## src/rtl/nand_page_ecc.sv

```systemverilog
module nand_page_ecc #(
  parameter int CHUNK_LOG2 = 8
) (
  input  logic                          clk,
  input  logic                          rst_n,
  input  logic                          clr,
  input  logic                          page512,
  input  logic                          dat_vld,
  input  logic [7:0]                    dat,
  output logic [2*(CHUNK_LOG2+3)-1:0]   code0,
  output logic [2*(CHUNK_LOG2+3)-1:0]   code1,
  input  logic                          chk_vld,
  input  logic [2*(CHUNK_LOG2+3)-1:0]   stored_code,
  input  logic [2*(CHUNK_LOG2+3)-1:0]   calc_code,
  output logic                          res_vld,
  output logic [1:0]                    res_status,
  output logic [CHUNK_LOG2-1:0]         res_byte,
  output logic [2:0]                    res_bit
);
  localparam int PW = CHUNK_LOG2 + 3;
  localparam int CW = 2 * PW;
  localparam int NW = CHUNK_LOG2 + 2;
  localparam logic [NW-1:0] LIM1 = NW'(1) << CHUNK_LOG2;
  localparam logic [NW-1:0] LIM2 = NW'(1) << (CHUNK_LOG2 + 1);

  logic [NW-1:0] cnt;
  logic [PW-1:0] p0a, p0b, p1a, p1b;
  logic [PW-1:0] bp, bn;

  wire [NW-1:0] limit = page512 ? LIM2 : LIM1;
  wire          take  = dat_vld && (cnt < limit);
  wire          upper = cnt[CHUNK_LOG2];

  always_comb begin
    bp = '0;
    bn = '0;
    for (int b = 0; b < 8; b++) begin
      if (dat[b]) begin
        bp = bp ^ {cnt[CHUNK_LOG2-1:0], 3'(b)};
        bn = bn ^ ~{cnt[CHUNK_LOG2-1:0], 3'(b)};
      end
    end
  end

  always_ff @(posedge clk or negedge rst_n) begin
    if (!rst_n) begin
      cnt <= '0;
      p0a <= '0; p0b <= '0; p1a <= '0; p1b <= '0;
    end else if (clr) begin
      cnt <= '0;
      p0a <= '0; p0b <= '0; p1a <= '0; p1b <= '0;
    end else if (take) begin
      cnt <= cnt + 1'b1;
      if (upper) begin
        p1a <= p1a ^ bp;
        p1b <= p1b ^ bn;
      end else begin
        p0a <= p0a ^ bp;
        p0b <= p0b ^ bn;
      end
    end
  end

  assign code0 = {p0b, p0a};
  assign code1 = {p1b, p1a};

  wire [CW-1:0] syn = stored_code ^ calc_code;

  function automatic int ones(input logic [CW-1:0] v);
    int n = 0;
    for (int i = 0; i < CW; i++) n += int'(v[i]);
    return n;
  endfunction

  logic [1:0] st_d;
  always_comb begin
    if (syn == '0 || stored_code == '0 || calc_code == '0)
      st_d = 2'd0;
    else if (ones(syn) == 1)
      st_d = 2'd2;
    else if (ones(syn) == PW && (syn[PW-1:0] ^ syn[CW-1:PW]) == '1)
      st_d = 2'd1;
    else
      st_d = 2'd3;
  end

  always_ff @(posedge clk or negedge rst_n) begin
    if (!rst_n) begin
      res_vld    <= 1'b0;
      res_status <= 2'd0;
      res_byte   <= '0;
      res_bit    <= '0;
    end else begin
      res_vld <= chk_vld;
      if (chk_vld) begin
        res_status <= st_d;
        res_byte   <= (st_d == 2'd1) ? syn[PW-1:3] : '0;
        res_bit    <= (st_d == 2'd1) ? syn[2:0] : '0;
      end
    end
  end
endmodule

```

## config.mk

```make
export PLATFORM = sky130hd
export DESIGN_NAME = nand_page_ecc
export DESIGN_NICKNAME = d
export VERILOG_FILES = /design/src/rtl/nand_page_ecc.sv
export SDC_FILE = /design/constraint.sdc
export NUM_CORES = 1
export LEC_CHECK = 0
export BUFFER_PORTS_ARGS = -buffer_cell sky130_fd_sc_hd__buf_2
export CAP_MARGIN = 20
export CELL_PAD_IN_SITES_DETAIL_PLACEMENT = 1
export CELL_PAD_IN_SITES_GLOBAL_PLACEMENT = 1
export CORE_MARGIN = 8
export CORE_UTILIZATION = 44
export CTS_BUF_LIST = sky130_fd_sc_hd__clkbuf_4
export DETAILED_ROUTE_END_ITERATION = 12
export GPL_TIMING_DRIVEN = 0
export HOLD_SLACK_MARGIN = 0.08
export MAX_ROUTING_LAYER = met4
export PLACE_DENSITY = 0.84
export SLEW_MARGIN = 10
export SYNTH_ARGS = -nofsm -noshare
export SYNTH_HDL_FRONTEND = slang
export SYNTH_SLANG_ARGS = --single-unit
```

## constraint.sdc

```tcl
create_clock -name clk -period 3.7 [get_ports clk]
set_clock_uncertainty 0.1 [all_clocks]
set_input_delay 0.185 -clock clk [delete_from_list [all_inputs] [get_ports clk]]
set_output_delay 0.185 -clock clk [all_outputs]
set_load 0.02 [all_outputs]
```

---- After elaboration in Yosys (flattened, before gate mapping) ----
Index checks and enable logic that the tools add are counted.
cells by class
  add/sub/neg operators ................... 22
  multipliers ............................. 0
  div/mod/pow operators ................... 0
  $lt $le $gt $ge ......................... 1
  eq/ne operators ......................... 5
  shifts and indexed selects .............. 0
  muxes and demuxes ....................... 36
  bitwise operators ....................... 28
  reduce and logical (&&, ||, !) cells .... 11
operators with widths
  operator                                                           count
  11-bit two-way mux                                                 28
  11-bit bitwise XOR                                                 19
  11-bit NOT                                                         8
  22-bit zero test                                                   3
  32-bit by 2-bit == test with 1-bit output (second input constant)  1
  10-bit two-way mux                                                 3
  21-bit by 1-bit adder with 22-bit output                           1
  22-bit by 4-bit == test with 1-bit output (second input constant)  1
  22-bit bitwise XOR                                                 1
  20-bit by 1-bit adder with 21-bit output                           1
  19-bit by 1-bit adder with 20-bit output                           1
  18-bit by 1-bit adder with 19-bit output                           1
  17-bit by 1-bit adder with 18-bit output                           1
  16-bit by 1-bit adder with 17-bit output                           1
  15-bit by 1-bit adder with 16-bit output                           1
  14-bit by 1-bit adder with 15-bit output                           1
  13-bit by 1-bit adder with 14-bit output                           1
  12-bit by 1-bit adder with 13-bit output                           1
  11-bit by 1-bit adder with 12-bit output                           1
  10-bit by 1-bit adder with 11-bit output                           1
  11-bit == test (second input constant)                             1
  10-bit by 1-bit adder with 10-bit output (second input constant)   1
  9-bit by 1-bit adder with 10-bit output                            1
  10-bit less-than comparator                                        1
  17 further kinds                                                   23
storage, ports and cells
  register bits ........................... 68
  bits in latches ......................... 0
  memory bits (writable) .................. 0
  ROM bits ................................ 0
  bits of input ports ..................... 58
  output and inout port bits .............. 58
  word-level logic and storage cells ...... 112
  memories kept ........................... 0

---- Depth between registers and ports, before layout ----
Gate-level depths: netlist (run 1).
  depth in word-level cells ............... 29
  depth in mapped cells ................... 18

---- Least setup slack after synthesis (run 1) ----
Ideal clock, no wire load.
  path type ............................... input to register
  start point ............................. in stored_code[1]
  end point ............................... reg res_bit[1]
  setup time .............................. 101 ps
  arrival time ............................ 4767 ps
  data required time ...................... 3499 ps
  setup slack ............................. -1268 ps
  stages .................................. 16
  cells stage by stage .................... xnor2_1 fa_1 fa_1 fa_1 fa_1 inv_1 fa_1 ha_1 inv_1 fa_1 xor2_1 a2bb2oi_1 nor4_1 nand4_1 clkbuf_1 o32ai_1
between the ends
  word-level cells in the longest chain between the ends .. 29
  elaborated cells between the ends (all ways) .. 36
  classes of those cells .................. add/sub: 21; eq/ne: 4; mux: 4; bitwise: 2; reduce/logical: 5
ends and longest elaborated chain
  what                                       line  RTL
  start: declaration                         13    input logic [2*(CHUNK_LOG2+3)-1:0] stored_code,
  22-bit bitwise XOR                         67    wire [CW-1:0] syn = stored_code ^ calc_code;
  1-bit by 1-bit adder with 2-bit output     71    for (int i = 0; i < CW; i++) n += int'(v[i]);
  2-bit by 1-bit adder with 3-bit output     71
  3-bit by 1-bit adder with 4-bit output     71
  4-bit by 1-bit adder with 5-bit output     71
  5-bit by 1-bit adder with 6-bit output     71
  6-bit by 1-bit adder with 7-bit output     71
  7-bit by 1-bit adder with 8-bit output     71
  (+13 left out)                             n/a
  21-bit by 1-bit adder with 22-bit output   71
  22-bit by 4-bit == test with 1-bit output  81    else if (ones(syn) == PW && (syn[PW-1:0] ^ syn[CW-1:PW]) == '1)
  1-bit logical AND                          81
  2-bit two-way mux                          81
  2-bit two-way mux                          79    else if (ones(syn) == 1)
  2-bit two-way mux                          77    if (syn == '0 || stored_code == '0 || calc_code == '0)
  2-bit by 1-bit == test with 1-bit output   98    res_bit <= (st_d == 2'd1) ? syn[2:0] : '0;
  3-bit two-way mux (*)                      98
  end signal: assignment                     98
  end: declaration                           18    output logic [2:0] res_bit
Mark *: on every way between the ends. The rest lies on a longest branch, timed or not.
A chain may end at the register's enable or synchronous reset.

---- Final worst setup path (run 1) ----
  start point ............................. in calc_code[13]
  end point ............................... reg res_byte[5]
between the ends
  word-level cells in the longest chain between the ends .. 17
  elaborated cells between the ends (all ways) .. 24
  classes of those cells .................. add/sub: 9; eq/ne: 4; mux: 4; bitwise: 2; reduce/logical: 5
ends and longest elaborated chain
  what                                          line  RTL
  start: declaration                            14    input logic [2*(CHUNK_LOG2+3)-1:0] calc_code,
  22-bit bitwise XOR                            67
  13-bit by 1-bit adder with 14-bit output      71
  14-bit by 1-bit adder with 15-bit output      71
  15-bit by 1-bit adder with 16-bit output      71
  16-bit by 1-bit adder with 17-bit output      71
  17-bit by 1-bit adder with 18-bit output      71
  18-bit by 1-bit adder with 19-bit output      71
  19-bit by 1-bit adder with 20-bit output      71
  20-bit by 1-bit adder with 21-bit output      71
  21-bit by 1-bit adder with 22-bit output      71
  22-bit by 4-bit == test with 1-bit output     81
  1-bit logical AND                             81
  2-bit two-way mux                             81
  2-bit two-way mux                             79
  2-bit two-way mux (*)                         77
  2-bit by 1-bit == test with 1-bit output (*)  97    res_byte <= (st_d == 2'd1) ? syn[PW-1:3] : '0;
  8-bit two-way mux (*)                         97
  end signal: assignment                        97
  end: declaration                              17    output logic [CHUNK_LOG2-1:0] res_byte,
Marked as above.

==> results of run 1 <==
[cells by family after synthesis]
logic type               after synthesis  synth area share
buffers and inverters                 61            0.0553
adder cells (fa/ha/maj)               25             0.100
flip-flops                            68             0.400
XOR/XNOR                              68             0.140
AND/OR/NAND/NOR                      125             0.167
AO/OA/AOI/OAI                         89             0.138
[worst min path at each step]
stage / to / from
after floorplan: cnt[0] / rst_n
final: cnt[1] / page512
after detailed placement: p0a[7] / rst_n
after global placement: res_vld / chk_vld
after CTS: cnt[1] / page512
after global routing: cnt[1] / page512
[sequential cells by signal (all words and copies together), names as in the netlist]
register and cells:
p1b 11, cnt 10, p1a 11, p0b 11, p0a 11, res_byte 8, res_status 2, res_bit 3
res_vld 1
[layout make-up]
cell class,count,area (um^2)
Sequential cell,68,1700
Clock inverter,5,100
Fill cell,1126,3910
Inverter,37,139
Timing Repair Buffer,134,800
Clock buffer,11,82.6
Tap cell,133,166
Buffer,24,106
Multi-Input combinational cell,307,2580
[critical path: stages]
cell and delay, ns:
buf_6 0.11, xnor2_4 0.15, fa_1 0.57, inv_2 0.04, fa_1 0.52, inv_2 0.05
fa_1 0.45, fa_1 0.54, inv_2 0.05, fa_1 0.50, ha_2 0.20, inv_2 0.04
fa_2 0.36, xor2_2 0.17, a2bb2oi_2 0.10, nor4_2 0.18, nand4_1 0.26, clkbuf_8 0.26
o32ai_2 0.21
[cells in the mapped netlist, types with 3 or more instances]
cell / n / share of area
or3_1: 3 / 0.0044
and3_1: 5 / 0.0074
xnor2_1: 42 / 0.086
clkbuf_1: 17 / 0.015
nand3_1: 10 / 0.012
or4_1: 34 / 0.060
buf_2: 5 / 0.0059
a21oi_1: 37 / 0.044
fa_1: 15 / 0.071
inv_1: 37 / 0.033
nor4_1: 14 / 0.021
o31ai_1: 32 / 0.056
xor2_1: 26 / 0.054
nand4_1: 6 / 0.0088
dfrtp_1: 68 / 0.40
o2bb2ai_1: 3 / 0.0062
nand2_1: 20 / 0.018
ha_1: 10 / 0.029
o32ai_1: 9 / 0.019
nor2_1: 25 / 0.022
[repair_timing]
action / CTS / global route
buffers inserted: 8 / 5
endpoints found under the hold margin: 70 / 0
gates resized for setup: 17 / 14
gates cloned: 1 / 0
setup endpoints to repair: 13 / 13
pin swaps: 8 / 10
hold buffers: 5 / 0
[routing by layer]
layer | GRT usage | routed length, um | up-vias | part of all wire
li1 | - | - | 1847 | -
met1 | 0.279 | 6220 | 2099 | 0.40
met2 | 0.438 | 8030 | 142 | 0.52
met3 | 0.0422 | 728 | 35 | 0.047
met4 | 0.102 | 514 | 0 | 0.033
met5 | - | 0 | - | 0
[per-stage QoR]
step                      power (mW)  hold slack [ns]  instance area, um^2  setup TNS [ns]  cells
final                           3.54            0.120                 5680          -12.77    719
after global routing            3.75            0.129                 5680          -14.00    719
after CTS                       3.41            0.106                 5600          -11.65    715
after detailed placement        2.53        -0.000658                 5200          -19.92    685
after global placement          2.38            0.208                 5170          -18.26    684
after floorplan                 2.01           -0.211                 4430          -11.91    436
[power groups by stage]
stage / Combinational, mW / Clock (mW) / Sequential, mW
2_1_floorplan: 1.08 / 0 / 0.925
3_3_place_gp: 1.51 / 0 / 0.862
3_5_place_dp: 1.66 / 0 / 0.866
4_1_cts: 1.93 / 0.634 / 0.851
5_1_grt: 2.23 / 0.665 / 0.861
6_report: 2.06 / 0.628 / 0.852
==> flow_summary.yaml, run 1 <==
timing:
  relSlewSlack: 0.392
  rsz0062_at_grt: "yes"
  min_period_over_period: 1.28
  finalCriticalPeriod_ns: 4.73
  setup_ws_ns: -1.03
  setup_viol: 13
  drv_slew: 0
  fmaxAchievable_mhz: 211
  worst_pin_slew_ns: 0.906
  hold_viol: 0
placed_design:
  hpwlAfterDp_um: 11100
  pre_cts_slack_ns: -1.62
  place.gp.congestion: 0.893
  io_buffers: 115
synthesis:
  synth.avg_cell_area_um2: 9.76
  syn-num-nets: 519
  syn_inst: 436
  synth-edff-count: 0
  ys_async_sr_fraction: 1.00
  ys_types: 35
  yosysWarnings: 0
  ys_seq_elements: 68
  synth-main-ff-cell: "dfrtp_1"
  seq_area_frac_synth: 0.400
  synth_area_um2: 4250
cts:
  clk_path_buf_depth: 2
  cts.sinks: 68
  cts_buffers: 9
  insertion_delay_ns: 0.42
  cts.clk_slew.worst_paths_ns: 0.11
  root_buffer: "clkbuf_4"
  cts_tree: "built"
  cts_htree_levels: 3
run:
  cap_violations: 0
routing:
  ant_nets: 0
  vias_per_cell: 5.73
  drtIter0Drc: 210
  wl_per_cell_um: 21.6
  drt_first_pass_iters: 4
  drc_errors: 0
  num_vias: 4123
  totalWireLength_um: 15500
floorplanning:
  num_io_pins: 116
  die_w_um: 114
  fp.dieArea_um2: 13100
  rows: 36
  core_area_um2: 9590
  die_y_um: 114
  start_util: 0.443
power:
  ir_drop_mv: 0.509
  p_switching_mw: 1.51
  p_int_mw: 2.03
  combPwrFrac: 0.582
  sequentialPowerShare: 0.241
  pwr_density_cell_nw_per_um2: 624
  p_clk_frac: 0.177
  p_leak_nw: 2.60
  swShare: 0.427
setup_path:
  cp.required_ns: 3.92
  crit_fanout: 5
  r2r_start: "cnt[9]"
  critical_path.endpoint_type: "flip-flop"
  critPathLaunch: "calc_code[13]"
  cp.arrival_ns: 4.95
  rrSetupSlack_ns: 0.93
  reg2reg_depth: 9
  worstReg2RegEnd: "p1a[5]"
  path_class: "in -> reg"
  endpoint: "res_byte[5]"
  critPathLaunchType: "primary input"
outcome:
  violations: "negative setup slack"
  outcome: "complete, but fails checks"
layout:
  final_common_cell: "buf_2"
  drive_gt1_frac: 0.305
  antenna_cells: 0
  area_growth_pct: 33.5
  final_cell_mix: "buf_2, dfrtp_1, a21oi_1, or4_1"
  nets: 664
  finish.utilization: 0.592
worst_hold_path:
  min_path_cells: 4
  hold_class: "in -> reg"
grt:
  grt_max_degree: 49
  grt_usage: 0.251
  grt_antenna_before_repair: 0
  grt_overflow: 0
  grt_pass1_vias: 4603
  grt_pass1_wl_um: 24900
(Power assumes the default switching activity.)
==> inputs of run 2 (changes only) <==
CORE_UTILIZATION = 37   (was 44)
PLACE_DENSITY = 0.75   (was 0.84)
clock period = 3.8 ns   (was 3.7 ns; I/O delays follow)
==> run 2 against run 1 <==
Effect of this change:
- the run still ends with negative setup slack left
- register-to-register slack gained 0.15 ns
- utilization shrank 9.1 points
- final area hardly changed
- combinational power decreased by 9%
- flip-flop and latch count stayed put
- sequential share of layout area is essentially flat
- largest cell class unchanged
- total power down 10%
- non-clock buffer count up 5
- die area increased by 16%
- worst hold slack got worse by 0.025 ns
- via count decreased by 1.4%
- sequential power decreased by 2.5%
==> flow_summary.yaml, run 2 (synthesis gave the netlist of run 1 again) <==
outcome:
  outcome: "complete, but fails checks"
  violations: "negative setup slack"
power:
  combPwrFrac: 0.588
  p_clk_frac: 0.151
  pwr_density_cell_nw_per_um2: 561
  p_switching_mw: 1.39
  sequentialPowerShare: 0.261
  p_int_mw: 1.80
  ir_drop_mv: 0.385
  swShare: 0.435
  p_leak_nw: 2.58
layout:
  drive_gt1_frac: 0.302
  final_cell_mix: "buf_2, dfrtp_1, a21oi_1, inv_1, or4_1"
  final_common_cell: "buf_2"
  area_growth_pct: 33.4
  fin_area_um2: 5680
  stdcell_count: 734
  nets: 669
setup_path:
  cp.required_ns: 4.04
  crit_path_frequent_cell: "fa_1"
  critical_path.top_delay_family: "adder cells"
  worst-path-buf-inv: 6
  critPathSlowestCell: "fa_1"
  cp_cell_sequence: "buf_8 > xnor2_4 > fa_1 > inv_1 > fa_1 > inv_2 > fa_1 > fa_1 > inv_2 > fa_1 > ha_2 > inv_2 > fa_2 > xor2_2 > a2bb2oi_2 > nor4_2 > nand4_1 > buf_4 > a32o_1"
  cp.arrival_ns: 4.94
  critPathLaunch: "calc_code[11]"
  path_class: "in -> reg"
  r2r_start: "cnt[9]"
  crit_fanout: 3
  critPathLaunchType: "primary input"
  slowest_delay_ns: 0.55
  critical_path.endpoint_type: "flip-flop"
timing:
  setup_ws_ns: -0.901
  hold_viol: 0
  whs_ns: 0.0948
  setup_viol: 13
  finalCriticalPeriod_ns: 4.70
  drv_slew: 0
  fmaxAchievable_mhz: 213
  rsz0062_at_grt: "yes"
  min_period_over_period: 1.24
  relSlewSlack: 0.423
  worst_pin_slew_ns: 0.858
  tns_ns: -10.59
cts:
  root_buffer: "clkbuf_4"
  cts.sinks: 68
  cts_tree: "built"
  clk_path_buf_depth: 2
  cts_htree_levels: 3
  cts_buffers: 9
  insertion_delay_ns: 0.44
  cts.clk_slew.worst_paths_ns: 0.12
routing:
  ant_nets: 0
  drtIter0Drc: 272
  vias_per_cell: 5.54
  totalWireLength_um: 15400
  wl_per_cell_um: 21.0
  drc_errors: 0
  drt_first_pass_iters: 4
  num_vias: 4066
floorplanning:
  fp.dieArea_um2: 15200
  die_w_um: 123
  num_io_pins: 116
  core_area_um2: 11300
  start_util: 0.376
  die_y_um: 123
  rows: 39
grt:
  grt_usage: 0.213
  grt_antenna_before_repair: 0
  grt_max_degree: 40
  grt_overflow: 0
  grt_pass1_wl_um: 24500
  grt_pass1_vias: 4505
placed_design:
  place.gp.congestion: 0.903
  hpwlAfterDp_um: 11600
  dp_cells: 695
  pre_cts_slack_ns: -1.60
  dpl_cell_area_um2: 5200
  io_buffers: 115
run:
  cap_violations: 0
worst_hold_path:
  hold_class: "in -> async"
## run 2: final timing paths
| kind | slack [ns] | cells after the start | endpoint |
|---|---|---|---|
| max in group asynchronous | 2.96 | 3 | res_bit[0] |
| max | -0.90 | 19 | res_status[1] |
| min in group clk | 0.11 | 4 | cnt[1] |
| max reg2reg | 1.08 | 8 | p0a[6] |
| min | 0.09 | 2 | p0b[8] |
| min reg2reg | 0.40 | 1 | res_bit[2] |
## run 2: area by class of cell
type	count	area (um^2)
Antenna cell	1	2.50
Buffer	24	106
Clock buffer	10	75.1
Clock inverter	5	53.8
Fill cell	1332	5640
Inverter	37	139
Multi-Input combinational cell	307	2600
Sequential cell	68	1700
Tap cell	143	179
Timing Repair Buffer	139	823
## run 2: power groups by stage
| stage | combinational, mW | sequential (mW) | clock, mW |
|---|---|---|---|
| 6_report | 1.87 | 0.831 | 0.482 |
| 5_1_grt | 2.08 | 0.838 | 0.524 |
| 3_3_place_gp | 1.47 | 0.840 | 0 |
| 2_1_floorplan | 1.05 | 0.900 | 0 |
| 3_5_place_dp | 1.56 | 0.844 | 0 |
| 4_1_cts | 1.70 | 0.830 | 0.492 |
## run 2: per-stage QoR
stage          power, mW   util
6_report            3.19  0.501
5_1_grt             3.44  0.501
4_1_cts             3.02  0.492
3_5_place_dp        2.41  0.460
3_3_place_gp        2.31  0.458
2_1_floorplan       1.95      -
## run 2: layer usage
layer | wire (um) | track usage | vias up | part of all wire
met2 | 8000 | 0.354 | 135 | 0.52
met4 | 359 | 0.0685 | 0 | 0.023
li1 | - | - | 1864 | -
met5 | 0 | - | - | 0
met3 | 900 | 0.0406 | 35 | 0.058
met1 | 6190 | 0.256 | 2032 | 0.40
## run 2: repair_timing
action	in CTS	in global routing
gates resized for setup	16	11
pin swaps	2	15
setup endpoints to repair	13	13
buffers inserted	6	8
gates cloned	1	0
hold buffers	8	0
hold endpoints to repair	75	0
